<file path="src/rtl/wide_ack_pkg.sv">
// Shared types for the wide-transfer target acknowledge unit.
// Assumes nothing beyond a single bus clock domain.
package wide_ack_pkg;
    typedef enum logic {
        LANES_NARROW = 1'b0,
        LANES_WIDE   = 1'b1
    } lane_mode_e;
endpackage

</file>
<file path="src/rtl/wide_req_sampler.sv">
// Decides the lane mode of each transaction.
// The wide request and the address hit are taken once, at the first edge
// where the framing signal is low after an idle edge. The result is held
// until framing and device-select are both released.
// Assumes the internal device-select never rises at the start edge.
module wide_req_sampler
    import wide_ack_pkg::*;
(
    input  logic       clk,
    input  logic       rst_n,
    input  logic       bus_cyc_n,
    input  logic       wide_req_n,
    input  logic       addr_hit,
    input  logic       sel_int,
    output lane_mode_e mode
);
    logic idle_q;
    logic start;

    // Remember whether framing was high at the previous edge.
    always_ff @(posedge clk) begin
        if (!rst_n) idle_q <= 1'b1;
        else        idle_q <= bus_cyc_n;
    end

    assign start = !bus_cyc_n && idle_q;

    // Latch the lane decision at start and clear it once the bus goes idle.
    always_ff @(posedge clk) begin
        if (!rst_n)
            mode <= LANES_NARROW;
        else if (start)
            mode <= (!wide_req_n && addr_hit) ? LANES_WIDE : LANES_NARROW;
        else if (bus_cyc_n && !sel_int)
            mode <= LANES_NARROW;
    end

    assert_mode_held_R3: assert property (@(posedge clk) disable iff (!rst_n)
        (!bus_cyc_n && !idle_q) |=> $stable(mode));

    assert_idle_clears_R3: assert property (@(posedge clk) disable iff (!rst_n)
        (bus_cyc_n && !sel_int) |=> (mode == LANES_NARROW));

    assert_no_req_narrow_R2: assert property (@(posedge clk) disable iff (!rst_n)
        (!bus_cyc_n && idle_q && wide_req_n) |=> (mode == LANES_NARROW));
endmodule

</file>
<file path="src/rtl/wide_ack_drv.sv">
// Drives the active-low wide acknowledge.
// The acknowledge is asserted while device-select is active in wide mode.
// After it deasserts, the line is driven high for one more clock and then
// released. Assumes sel_int carries the target's device-select timing.
module wide_ack_drv
    import wide_ack_pkg::*;
(
    input  logic       clk,
    input  logic       rst_n,
    input  lane_mode_e mode,
    input  logic       sel_int,
    output logic       ack_o,
    output logic       ack_oe
);
    logic ack_active;
    logic rel_q;

    assign ack_active = sel_int && (mode == LANES_WIDE);

    // Keep the driver on for one cycle after the acknowledge deasserts.
    always_ff @(posedge clk) begin
        if (!rst_n) rel_q <= 1'b0;
        else        rel_q <= ack_active;
    end

    assign ack_o  = !ack_active;
    assign ack_oe = ack_active || rel_q;

    assert_ack_needs_wide_R4: assert property (@(posedge clk) disable iff (!rst_n)
        !ack_o |-> (mode == LANES_WIDE));

    assert_release_high_R5: assert property (@(posedge clk) disable iff (!rst_n)
        $fell(ack_active) |-> (ack_oe && ack_o));

    assert_oe_off_narrow_R5: assert property (@(posedge clk) disable iff (!rst_n)
        (mode == LANES_NARROW && $past(mode) == LANES_NARROW) |-> !ack_oe);
endmodule

</file>
<file path="src/rtl/upper_lane_ctl.sv">
// Gates the upper byte lanes by the lane mode.
// It produces the read drive and write capture enables, generates upper
// parity one clock after the data, and checks write parity that arrives
// one clock after the data. Parity is even over the data and byte enables.
// Assumes AD_W is a multiple of 8.
module upper_lane_ctl
    import wide_ack_pkg::*;
#(
    parameter int AD_W = 32
) (
    input  logic              clk,
    input  logic              rst_n,
    input  lane_mode_e        mode,
    input  logic              rd_drive,
    input  logic              wr_strobe,
    input  logic [AD_W-1:0]   hi_ad_in,
    input  logic [AD_W/8-1:0] hi_cbe_n,
    input  logic              hi_par_in,
    output logic              hi_ad_oe,
    output logic              hi_par_oe,
    output logic              hi_par_o,
    output logic              hi_wr_en,
    output logic              par_err
);
    localparam int LANES = AD_W / 8;

    logic [LANES-1:0] lane_par;
    logic             full_par;
    logic             wide;
    logic             chk_pend;
    logic             calc_q;

    // Parity per byte lane, including that lane's byte enable.
    for (genvar i = 0; i < LANES; i++) begin : g_lane_par
        assign lane_par[i] = (^hi_ad_in[8*i +: 8]) ^ hi_cbe_n[i];
    end
    assign full_par = ^lane_par;

    assign wide     = (mode == LANES_WIDE);
    assign hi_ad_oe = rd_drive && wide;
    assign hi_wr_en = wr_strobe && wide;

    // Generated parity and its enable trail the data by one clock.
    always_ff @(posedge clk) begin
        if (!rst_n) begin
            hi_par_oe <= 1'b0;
            hi_par_o  <= 1'b0;
        end else begin
            hi_par_oe <= hi_ad_oe;
            hi_par_o  <= full_par;
        end
    end

    // Hold the expected write parity, then compare with the arriving bit.
    always_ff @(posedge clk) begin
        if (!rst_n) begin
            chk_pend <= 1'b0;
            calc_q   <= 1'b0;
            par_err  <= 1'b0;
        end else begin
            chk_pend <= hi_wr_en;
            calc_q   <= full_par;
            par_err  <= chk_pend && (calc_q != hi_par_in);
        end
    end

    assert_hi_oe_wide_R6: assert property (@(posedge clk) disable iff (!rst_n)
        hi_ad_oe |-> wide);

    assert_par_oe_lag_R7: assert property (@(posedge clk) disable iff (!rst_n)
        hi_par_oe |-> $past(hi_ad_oe));

    assert_wr_en_wide_R8: assert property (@(posedge clk) disable iff (!rst_n)
        hi_wr_en |-> wide);

    assert_err_wide_R10: assert property (@(posedge clk) disable iff (!rst_n)
        par_err |-> ($past(mode, 2) == LANES_WIDE));
endmodule

</file>
<file path="src/rtl/wide_xfer_ack.sv">
// Top of the wide-transfer target acknowledge unit.
// It ties together the request sampler, the acknowledge driver and the
// upper-lane control. Assumes a single clock and a synchronous active-low reset.
module wide_xfer_ack
    import wide_ack_pkg::*;
#(
    parameter int AD_W = 32
) (
    input  logic              clk,
    input  logic              rst_n,
    input  logic              bus_cyc_n,
    input  logic              wide_req_n,
    input  logic              addr_hit,
    input  logic              sel_int,
    input  logic              rd_drive,
    input  logic              wr_strobe,
    input  logic [AD_W-1:0]   hi_ad_in,
    input  logic [AD_W/8-1:0] hi_cbe_n,
    input  logic              hi_par_in,
    output logic              wide_ack_o,
    output logic              wide_ack_oe,
    output logic              wide_mode,
    output logic              hi_ad_oe,
    output logic              hi_par_oe,
    output logic              hi_par_o,
    output logic              hi_wr_en,
    output logic              par_err
);
    lane_mode_e mode;

    wide_req_sampler u_sampler (
        .clk        (clk),
        .rst_n      (rst_n),
        .bus_cyc_n  (bus_cyc_n),
        .wide_req_n (wide_req_n),
        .addr_hit   (addr_hit),
        .sel_int    (sel_int),
        .mode       (mode)
    );

    wide_ack_drv u_ack (
        .clk     (clk),
        .rst_n   (rst_n),
        .mode    (mode),
        .sel_int (sel_int),
        .ack_o   (wide_ack_o),
        .ack_oe  (wide_ack_oe)
    );

    upper_lane_ctl #(.AD_W(AD_W)) u_lanes (
        .clk       (clk),
        .rst_n     (rst_n),
        .mode      (mode),
        .rd_drive  (rd_drive),
        .wr_strobe (wr_strobe),
        .hi_ad_in  (hi_ad_in),
        .hi_cbe_n  (hi_cbe_n),
        .hi_par_in (hi_par_in),
        .hi_ad_oe  (hi_ad_oe),
        .hi_par_oe (hi_par_oe),
        .hi_par_o  (hi_par_o),
        .hi_wr_en  (hi_wr_en),
        .par_err   (par_err)
    );

    assign wide_mode = (mode == LANES_WIDE);

    assert_ack_never_narrow_R4: assert property (@(posedge clk) disable iff (!rst_n)
        !wide_ack_o |-> wide_mode);
endmodule

</file>
<file path="config.mk">
export PLATFORM = sky130hd
export DESIGN_NAME = wide_xfer_ack
export DESIGN_NICKNAME = d
export VERILOG_FILES = /design/src/rtl/wide_ack_pkg.sv /design/src/rtl/wide_req_sampler.sv /design/src/rtl/wide_ack_drv.sv /design/src/rtl/upper_lane_ctl.sv /design/src/rtl/wide_xfer_ack.sv
export SDC_FILE = /design/constraint.sdc
export NUM_CORES = 1
export LEC_CHECK = 0
export BUFFER_PORTS_ARGS = -buffer_cell sky130_fd_sc_hd__buf_4
export CAP_MARGIN = 20
export CORE_MARGIN = 5
export CORE_UTILIZATION = 32
export CTS_BUF_LIST = sky130_fd_sc_hd__clkbuf_4 sky130_fd_sc_hd__clkbuf_8 sky130_fd_sc_hd__clkbuf_16
export DETAILED_ROUTE_END_ITERATION = 10
export HOLD_SLACK_MARGIN = 0.15
export PLACE_DENSITY = 0.75
export SLEW_MARGIN = 40
export SYNTH_ARGS = -nofsm -noshare
export SYNTH_HDL_FRONTEND = slang
export SYNTH_SLANG_ARGS = --single-unit
</file>
<file path="constraint.sdc">
create_clock -name clk -period 1.4 [get_ports clk]
set_clock_uncertainty 0.15 [all_clocks]
set_input_delay 0.14 -clock clk [delete_from_list [all_inputs] [get_ports clk]]
set_output_delay 0.14 -clock clk [all_outputs]
set_load 0.1 [all_outputs]
</file>
Yosys cells after proc, flatten, opt, wreduce, memory -nomap -nowiden:

Index checks and enable logic that the tools add are counted.

* add/subtract/negate cells: 0
* $mul: 0
* div/mod/pow operators: 0
* $lt $le $gt $ge: 0
* equality and inequality tests: 1
* shifts and indexed selects: 0
* multiplexer cells: 3
* bitwise operators: 4
* reduce and logical (&&, ||, !) cells: 18

Operators with widths (number)
* 8-bit parity: 4
* 1-bit logical AND: 7
* 1-bit logical NOT: 4
* 4-bit parity: 1
* 1-bit XOR: 4
* 1-bit 2-to-1 mux: 3
* 2-bit nonzero test: 1
* 1-bit logical OR: 1
* 1-bit != test: 1

* bits in registers: 7
* bits in latches: 0
* memory bits (writable): 0
* memory bits (read-only): 0
* bits of input ports: 45
* output and inout port bits: 8
* word-level logic and storage cells: 33
* memories: 0

Logic depth before layout (Yosys ltp):

Gate-level depths: netlist of the first run.

* depth after elaboration: 4
* mapped depth: 5
* mapped depth without buffers: 5

Cells and area by module:

From an unflattened synthesis of the first run, not the netlist that was laid out.

* cell total of the unflattened synthesis: 58
* area total of the unflattened synthesis: 574.3 um2

Modules (own cells, without submodules)
* upper_lane_ctl: instances 1, cells an instance 46, area each 451.7 um2, sequential area each 80.1 um2
* wide_req_sampler: instances 1, cells an instance 8, area each 85.1 um2, sequential area each 40.0 um2
* wide_ack_drv: instances 1, cells an instance 4, area each 37.5 um2, sequential area each 20.0 um2

Worst setup path after synthesis of the first run:

No wires, ideal clock.

* kind: register to output
* start: reg u_sampler.mode
* end: out wide_ack_oe
* arrival time: 2.922 ns
* path slack: -1.812 ns
* cell stages (with the launch flop): 3
* buffers on the path: 0
* cells stage by stage: dfxtp_1 > nand2_1 > nand2b_1

* word-level cells in the longest chain between the ends: 2

Ends and longest elaborated chain
* start, declared: line wide_req_sampler.sv:15 `output lane_mode_e mode`
* start signal, assigned: line wide_req_sampler.sv:33 `mode <= (!wide_req_n && addr_hit) ? LANES_WIDE : LANES_NARROW;`
* 1-bit logical AND: line wide_ack_drv.sv:18 `assign ack_active = sel_int && (mode == LANES_WIDE);`
* 1-bit logical OR: line wide_ack_drv.sv:27 `assign ack_oe = ack_active || rel_q;`
* end, declared: line wide_xfer_ack.sv:21 `output logic wide_ack_oe,`

No other way between the ends.

Final worst setup path of the first run:

* start: reg u_sampler.mode
* end: out hi_wr_en

* word-level cells in the longest chain between the ends: 1

Ends and longest elaborated chain
* 1-bit logical AND: line upper_lane_ctl.sv:41 `assign hi_wr_en = wr_strobe && wide;`
* end, declared: line wide_xfer_ack.sv:26 `output logic hi_wr_en,`

No other way between the ends.

==> metrics.md, run 1 <==
| Metric | Value |
|---|---|
| Post-synthesis compound-gate area fraction | 1.790% |
| Ys flop type | dfxtp_1 |
| Clk_lat worst skew | 260 ps |
| Least-Margin Pin Slew | 282.1 ps |
| Final worst path period need | 1351 ps |
| Hpwl dp | 1378 um |
| Adder-Cell Fraction of Synth Area | 0% |
| Sequential fraction of the synthesis area | 25.06% |
| NetSw | 358.6 uW |
| Worst Hold Launch | u_lanes.chk_pend$_SDFF_PN0_ |
| Residual DRC | 0 |
| DRT met1 WL | 520 um |
| Syn avg cell area | 9.643 um2 |
| Hold path cells | 1 |
| Starting density of the core | 33.11% |
| Count leader, synth | xnor2_1 |
| Worst min-delay path category | register to register |
| Fin area | 0.001154 mm2 |
| DR WL/cell | 12.51 um |
| Reg2reg end | u_ack.rel_q$_SDFF_PN0_ |
| CTS HTree Levels | 1 |
| Sequential share of power | 22.1% |
| Fill cells | 144 |
| Non-filler instance count after layout | 140 |
| Crit-path slowest cell | dfxtp_4 |
| Commonest cells in the netlist | xnor2_1, dfxtp_1, xor2_1, and3_1, nand2_1 |
| Final nets | 169 |
| RSZ-0062 raised after global routing | false |
| Die width | 51.81 um |
| Pleak | 0.5596 nW |
| Worst IR Drop VDD | 0.5322 mV |
| Gr ovfl total | 0 |
| Worst-path cell chain | and2_2 -> buf_4 |
| Post-CTS setup buffer count | 0 |
| Total power | 1.036 mW |
| Layout cells sized above 1 | 52.85% |
| Clk root buf | clkbuf_4 |
| Largest net degree at the start of global routing | 8 |
| Placed cell area | 0.001033 mm2 |
| Critical path required time | 1110 ps |
| Yosys warns | 0 |
| Clock share of power | 20.5% |
| Mapped Area | 559.3 um2 |
| Antenna-violating nets left | 0 |
| Die Ht | 51.81 um |
| Max-cap viol count | 0 |
| CP Capture Type | output port |
| Area grow syn2layout | 106.3% |
| Diodes inserted | 0 |
| I/O pin total | 53 |
| Final setup fails | 0 |
| Reg2Reg Setup Slack | 100 ps |
| Final wirelength | 1751 um |
| # rows | 15 |
| Count of state elements after synthesis | 7 |
| Pint | 677.6 uW |
| Post-synth EDFFs | 0 |
| Post-CTS Resized | 0 |
| Worst setup SP type | register |
| Antenna violations before repair | 0 |
| Synth top area cells | xnor2_1, dfxtp_1, xnor3_1 |
| Hold Path Sink | u_lanes.par_err$_SDFF_PN0_ |
| FF-to-FF Start | u_sampler.mode$_SDFFE_PN0P_ |
| Placed Cells | 127 |
| Largest family of logic cells by synthesized area | XOR/XNOR gates |
| Relative slew slack | 81.34% |
| Final period util | 96.50% |
| Met2 WL | 947 um |
| Critical path arrival | 1060 ps |
| Post-Syn Nets | 103 |
| CTS max path bufs | 2 |
| CTS Buf Count | 3 |
| Combinational share of power | 57.4% |
| All-Layer GR Usage | 13.64% |
| Max Slew Vio Count | 0 |
| Switching share of total power | 34.61% |
| Distinct cells, synth | 15 |
| XOR/XNOR Fraction of Synth Area | 56.60% |
| Fraction of registers with async set/reset | 0% |
| Fmax | 740.2 MHz |
| Synth area leader | xnor2_1 |
| CTS tree | done |
| Vias in the first global route | 724 |
| Final GP Congestion | 0.7455 |
| PD cells | 898.2 mW/mm2 |
| Port bufs | 52 |
| Max stage delay on crit path | 380 ps |
| Sinks on the clock net | 7 |
| Top Layer Used | met4 |
| Status | complete, no violations |
| Initial DRC Count | 2 |
| Met3 routed WL | 186 um |
| Setup CP Type | register to output port |
| DRT Pass-1 Iters | 4 |
| Crit-path max FO | 7 |
| Via/cell ratio | 4.529 |
| Synth Instances | 58 |
| Total number of vias | 634 |
| Post-synthesis mux area share | 1.790% |
| Clock-pin slew on the worst setup and hold paths | 50 ps |
| Final Hold Fails | 0 |
| Yosys top cell area share | 40.72% |
| Simple-Gate Fraction of Synth Area | 14.09% |
| Placeable Area | 0.001689 mm2 |
| Reg2reg path depth | 3 |
| First-pass GRT wire length | 2697 um |
| Die footprint | 0.002684 mm2 |
-- routing by layer --
layer / up-vias / track usage, %
li1: 314 / -
met1: 271 / 10.31
met2: 39 / 26.48
met3: 10 / 5.158
met4: 0 / 10.92
met5: - / 0
-- stage by stage --
step / worst slack [ps] / TNS, ps / hold WS [ps] / util [%]
6_report: 49.02 / 0 / 314.4 / 68.30
3_5_place_dp: -221.4 / -221.4 / 227.4 / 61.19
5_1_grt: 15.70 / 0 / 331.0 / 68.30
2_1_floorplan: -62.08 / -62.08 / 63.04 / -
4_1_cts: 48.54 / 0 / 310.7 / 68.30
3_3_place_gp: -156.8 / -156.8 / 212.5 / 61.19
-- area by class of cell --
class / count / area [um2] / share of cell area (%)
well taps: 17 / 21.27 / 1.844
inverters: 1 / 3.754 / 0.3254
flip-flops and latches: 7 / 145.1 / 12.58
repair buffers: 61 / 480.5 / 41.65
multi-input cells: 50 / 473.0 / 41.00
clock buffers: 4 / 30.03 / 2.603
-- worst max-delay path by stage --
stage	start	slack, ps	end	cells after the start
finish	u_sampler.mode$_SDFFE_PN0P_	50	hi_wr_en	2
global route	u_sampler.mode$_SDFFE_PN0P_	20	hi_ad_oe	2
CTS	u_sampler.mode$_SDFFE_PN0P_	50	hi_wr_en	2
detailed placement	hi_ad_in[29]	-220	u_lanes.hi_par_o$_SDFF_PN0_	6
global placement	hi_ad_in[16]	-160	u_lanes.hi_par_o$_SDFF_PN0_	6
floorplan	u_sampler.mode$_SDFFE_PN0P_	-60	wide_ack_oe	2
-- state kept, by name, summed over array words and instances (netlist names) --
signal	cells
u_ack.rel_q	1
u_lanes.chk_pend	1
u_lanes.hi_par_o	1
u_lanes.hi_par_oe	1
u_lanes.par_err	1
u_sampler.idle_q	1
u_sampler.mode	1
-- critical path, delay by kind of cell (launching register included) --
family	cells	cell delay [ps]
buffers and inverters	1	280
flip-flops	1	380
AND/OR/NAND/NOR	1	140
-- repair_timing --
action / 4_1_cts / 5_1_grt
hold endpoints to repair: 7 / 0
hold buffers: 9 / 0
endpoints found under the setup margin: 0 / 1
-- power groups by stage --
stage	clock, mW	sequential (mW)	combinational, mW
6_report	0.212	0.229	0.595
3_5_place_dp	0	0.232	0.581
4_1_cts	0.217	0.228	0.602
3_3_place_gp	0	0.232	0.565
5_1_grt	0.228	0.229	0.636
2_1_floorplan	0	0.325	0.319
-- cell usage in the layout (no fill, tap or decap), types with 2 or more instances in the layout --
cell,synthesis,final
xnor3_1,2,2
xnor2_1,26,24
xor2_1,5,5
dfxtp_1,7,5
clkbuf_4,0,4
nor2_1,2,2
buf_4,0,52
and2_2,0,2
dlygate4sd3_1,0,9
nand2_1,3,2
xnor2_4,0,2
and3_1,3,3
-- logic make-up (layout without fill, tap and decap cells) --
family,count (synthesis),count (layout)
AO/OA/AOI/OAI,2,2
XOR/XNOR,33,33
buffers and inverters,1,66
flip-flops,7,7
multiplexers,1,1
AND/OR/NAND/NOR,14,14
(Power assumes the default switching activity.)
==> run 2, diff against run 1 <==
- BUFFER_PORTS_ARGS: -buffer_cell sky130_fd_sc_hd__buf_4 -> -buffer_cell sky130_fd_sc_hd__buf_2
- PLACE_DENSITY: 0.75 -> 0.71
==> metrics.md, run 2 (synthesized netlist as in run 1, its figures left out) <==
| Metric | Value |
|---|---|
| Hold path cells | 1 |
| Final worst path period need | 1334 ps |
| Largest net degree at the start of global routing | 8 |
| Final setup fails | 0 |
| Die footprint | 0.002684 mm2 |
| Area grow syn2layout | 95.97% |
| Placeable Area | 0.001689 mm2 |
| Fin area | 0.001096 mm2 |
| Status | complete, no violations |
| Layout cells sized above 1 | 52.85% |
| Max Slew Vio Count | 0 |
| Total number of vias | 627 |
| Critical path required time | 1440 ps |
| Placed cell area | 978.4 um2 |
| Setup CP Type | register to register |
| Reg2reg end | u_ack.rel_q$_SDFF_PN0_ |
| Sinks on the clock net | 7 |
| Worst Hold Launch | u_lanes.chk_pend$_SDFF_PN0_ |
| Die width | 51.81 um |
| CP Buf/Inv Count | 1 |
| Clk_lat worst skew | 250 ps |
| Reg2reg path depth | 3 |
| First-pass GRT wire length | 2352 um |
| Worst IR Drop VDD | 0.6222 mV |
| FF-to-FF Start | u_sampler.mode$_SDFFE_PN0P_ |
| All-Layer GR Usage | 11.55% |
| DR WL/cell | 11.01 um |
| Final period util | 95.32% |
| Final GP Congestion | 0.7223 |
| Vias in the first global route | 645 |
| CTS max path bufs | 2 |
| Clock-pin slew on the worst setup and hold paths | 60 ps |
| Diodes inserted | 0 |
| Final Util | 64.89% |
| Crit-path slowest cell | dlygate4sd3_1 |
| Antenna-violating nets left | 0 |
| Fmax | 749.4 MHz |
| Max-cap viol count | 0 |
| Critical path arrival | 1380 ps |
| CTS HTree Levels | 1 |
| Hold Path Sink | u_lanes.par_err$_SDFF_PN0_ |
| CTS Buf Count | 3 |
| Setup TNS Final | 0 ps |
| RSZ-0062 raised after global routing | false |
| Cell family with most CP delay | buffers and inverters |
| DRT Pass-1 Iters | 3 |
| Total power | 965.5 uW |
| Post-CTS Resized | 0 |
| Die Ht | 51.81 um |
| Relative slew slack | 67.44% |
| Via/cell ratio | 4.479 |
| Final nets | 169 |
| Gr ovfl total | 0 |
| CTS tree | done |
| PD cells | 880.9 mW/mm2 |
| Least-Margin Pin Slew | 491.9 ps |
| Antenna violations before repair | 0 |
| Clk root buf | clkbuf_4 |
| Starting density of the core | 33.11% |
| Initial DRC Count | 4 |
| Final Hold Fails | 0 |
| Commonest non-fill, non-tap cell in the layout | buf_2 |
| Reg2Reg Setup Slack | 70 ps |
| Most frequent cells in the layout | buf_2, xnor2_1, dlygate4sd3_1 |
| Residual DRC | 0 |
| I/O pin total | 53 |
| # rows | 15 |
| Port bufs | 52 |
| Crit-path max FO | 7 |
| CP Capture Type | register |
| CP Depth | 3 |
| Pleak | 0.5382 nW |
| Max stage delay on crit path | 570 ps |
| Worst-path cell chain | nand2_4 -> dlygate4sd3_1 -> nor2_1 |
| Worst min-delay path category | register to register |
| Worst setup SP type | register |
| Final wirelength | 1541 um |
==> run 2: area by class of cell <==
type / count / area (um2)
well taps: 17 / 21.27
flip-flops and latches: 7 / 145.1
multi-input cells: 50 / 473.0
repair buffers: 61 / 425.4
inverters: 1 / 3.754
clock buffers: 3 / 22.52
fillers: 129 / 593.1
clock inverters: 1 / 5.005
==> run 2: what timing repair did <==
action,in CTS,in global routing
hold buffers,9,0
hold endpoints to repair,7,0
buffers inserted,0,0
==> run 2: power breakdown <==
group | switching [mW] | internal [mW]
clock | 0.0762 | 0.104
combinational | 0.260 | 0.298
sequential | 0.0100 | 0.217
==> run 2: worst max-delay path by stage <==
stage                                        to                        start  slack, ps
floorplan                           wide_ack_oe  u_sampler.mode$_SDFFE_PN0P_        -60
global placement    u_lanes.hi_par_o$_SDFF_PN0_                 hi_ad_in[16]       -140
detailed placement  u_lanes.hi_par_o$_SDFF_PN0_                 hi_ad_in[16]       -190
CTS                      u_ack.rel_q$_SDFF_PN0_  u_sampler.mode$_SDFFE_PN0P_         70
global route        u_lanes.hi_par_o$_SDFF_PN0_                 hi_ad_in[16]          5
finish                   u_ack.rel_q$_SDFF_PN0_  u_sampler.mode$_SDFFE_PN0P_         70
==> run 2: routing by layer <==
| layer | part of all wire, % | track usage, % |
|---|---|---|
| met5 | 0 | 0 |
| met4 | 1.5 | 5.240 |
| met3 | 11 | 2.865 |
| met2 | 55 | 22.46 |
| met1 | 32 | 11.21 |
==> run 2: metrics by stage <==
step,hold slack (ps),setup WS (ps),instances
after floorplan,63.04,-62.08,58
after global placement,222.4,-143.1,127
after detailed placement,222.1,-191.3,127
after CTS,342.8,67.07,140
after global routing,350.9,4.802,140
final,347.8,65.58,140
==> run 2: worst register-to-register path, stage by stage (launching register included) <==
cell and delay [ps]:
dfxtp_4 390, nand2_4 80, dlygate4sd3_1 570, nor2_1 80
==> run 3, diff against run 2 <==
- PLACE_DENSITY: 0.71 -> 0.86
==> metrics.md, run 3 (synthesized netlist as in run 1, its figures left out) <==
| Metric | Value |
|---|---|
| Status | complete, no violations |
| Residual DRC | 0 |
| Final worst path period need | 1322 ps |
| Area grow syn2layout | 96.87% |
| CTS Buf Count | 3 |
| Sinks on the clock net | 7 |
| CP Capture Type | register |
| Clock-pin slew on the worst setup and hold paths | 50 ps |
| Most frequent cells in the layout | buf_2, xnor2_1, dlygate4sd3_1 |
| Commonest non-fill, non-tap cell in the layout | buf_2 |
| Non-filler instance count after layout | 140 |
| Final wirelength | 1548 um |
| Starting density of the core | 33.11% |
| Antenna violations before repair | 0 |
| Crit. Startpoint | u_sampler.mode$_SDFFE_PN0P_ |
| Die width | 51.81 um |
| Max Slew Vio Count | 0 |
| First-pass GRT wire length | 2622 um |
| DR WL/cell | 11.06 um |
| Final Util | 65.19% |
| Final Hold Fails | 0 |
| Met3 usage | 6.304% |
| Clk root buf | clkbuf_4 |
| Port bufs | 52 |
| Antenna-violating nets left | 0 |
| Max-cap viol count | 0 |
| Final setup fails | 0 |
| # rows | 15 |
| Final GP Congestion | 0.6261 |
| Placeable Area | 0.001689 mm2 |
| Placed cell area | 978.4 um2 |
| CTS tree | done |
| Worst Hold Launch | addr_hit |
| RSZ-0062 raised after global routing | false |
| FF-to-FF Start | u_sampler.mode$_SDFFE_PN0P_ |
| Layout cells sized above 1 | 55.28% |
| Critical Path End | u_ack.rel_q$_SDFF_PN0_ |
| Placed Cells | 127 |
| Vias in the first global route | 684 |
| Gr ovfl total | 0 |
| Worst IR Drop VDD | 0.4899 mV |
| Met1 usage | 10.68% |
| Largest net degree at the start of global routing | 8 |
| Pleak | 0.5464 nW |
| CTS max path bufs | 2 |
| PD cells | 910.7 mW/mm2 |
| Critical path required time | 1430 ps |
| All-Layer GR Usage | 13.11% |
| Reg2Reg Setup Slack | 80 ps |
| Via/cell ratio | 4.400 |
| Critical path arrival | 1360 ps |
| Relative slew slack | 67.41% |
| Total power | 1.003 mW |
| Fin area | 0.001101 mm2 |
| CTS HTree Levels | 1 |
| I/O pin total | 53 |
| Worst setup SP type | register |
| Die footprint | 0.002684 mm2 |
| Setup CP Type | register to register |
| Reg2reg end | u_ack.rel_q$_SDFF_PN0_ |
| Least-Margin Pin Slew | 492.3 ps |
| Setup TNS Final | 0 ps |
| Initial DRC Count | 4 |
| Clk_lat worst skew | 250 ps |
| Final period util | 94.39% |
| Die Ht | 51.81 um |
| Met2 global-route usage | 26.69% |
| Crit-path max FO | 7 |
| Hpwl dp | 1308 um |
| Total number of vias | 616 |
| DRT Pass-1 Iters | 2 |
| GR peak layer | met2 |
| Fmax | 756.7 MHz |
| Diodes inserted | 0 |
| Worst min-delay path category | primary input to register |
| Final nets | 169 |
| Reg2reg path depth | 3 |
-- run 3: changes by cell type in the layout (fill, tap and decap cells not counted) --
cell and delta:
xnor2_1 -1, xnor2_2 +1, dlygate4sd3_1 -2, clkinv_2 -1
clkbuf_4 +1, buf_4 +2
-- run 3: critical path, stage by stage (launching register included) --
cell and delay, ps:
dfxtp_4 380, nand2_4 70, dlygate4sd3_1 560, nor2_1 90
-- run 3: cell type report --
cell class	count	area, um2
fill	132	588.1
sequential	7	145.1
tap	17	21.27
clock buffer	4	30.03
timing repair buffer	61	420.4
multi-input combinational	50	480.5
inverter	1	3.754
-- run 3: worst min path at each step --
stage                                        to  slack (ps)  cells after the start
global route        u_sampler.mode$_SDFFE_PN0P_         180                      4
floorplan           u_sampler.idle_q$_SDFF_PN1_          60                      1
detailed placement  u_sampler.idle_q$_SDFF_PN1_         230                      2
finish              u_sampler.mode$_SDFFE_PN0P_         160                      4
CTS                 u_sampler.mode$_SDFFE_PN0P_         150                      4
global placement    u_sampler.idle_q$_SDFF_PN1_         210                      2
-- run 3: where the power goes --
group	switching (mW)	internal (mW)	total (mW)
logic	0.260	0.317	0.577
registers	0.00888	0.217	0.226
clock network	0.0718	0.128	0.200
-- run 3: repair_timing --
item | 4_1_cts | 5_1_grt
endpoints found under the setup margin | 0 | 2
hold endpoints to repair | 7 | 0
hold buffers | 7 | 0
gates resized for setup | 0 | 1
setup buffers | 0 | 2
-- run 3: per-stage QoR --
step / setup WS, ps / hold WS (ps)
after floorplan: -62.08 / 63.04
after global placement: -140.8 / 213.0
after detailed placement: -184.1 / 234.3
after CTS: 51.06 / 151.0
after global routing: 1.240 / 177.3
final: 78.47 / 156.9
-- run 3: layer usage --
layer / up-vias / wire, um
met2: 37 / 843
met1: 264 / 474
met5: - / 0
li1: 313 / -
met3: 2 / 224
met4: 0 / 6
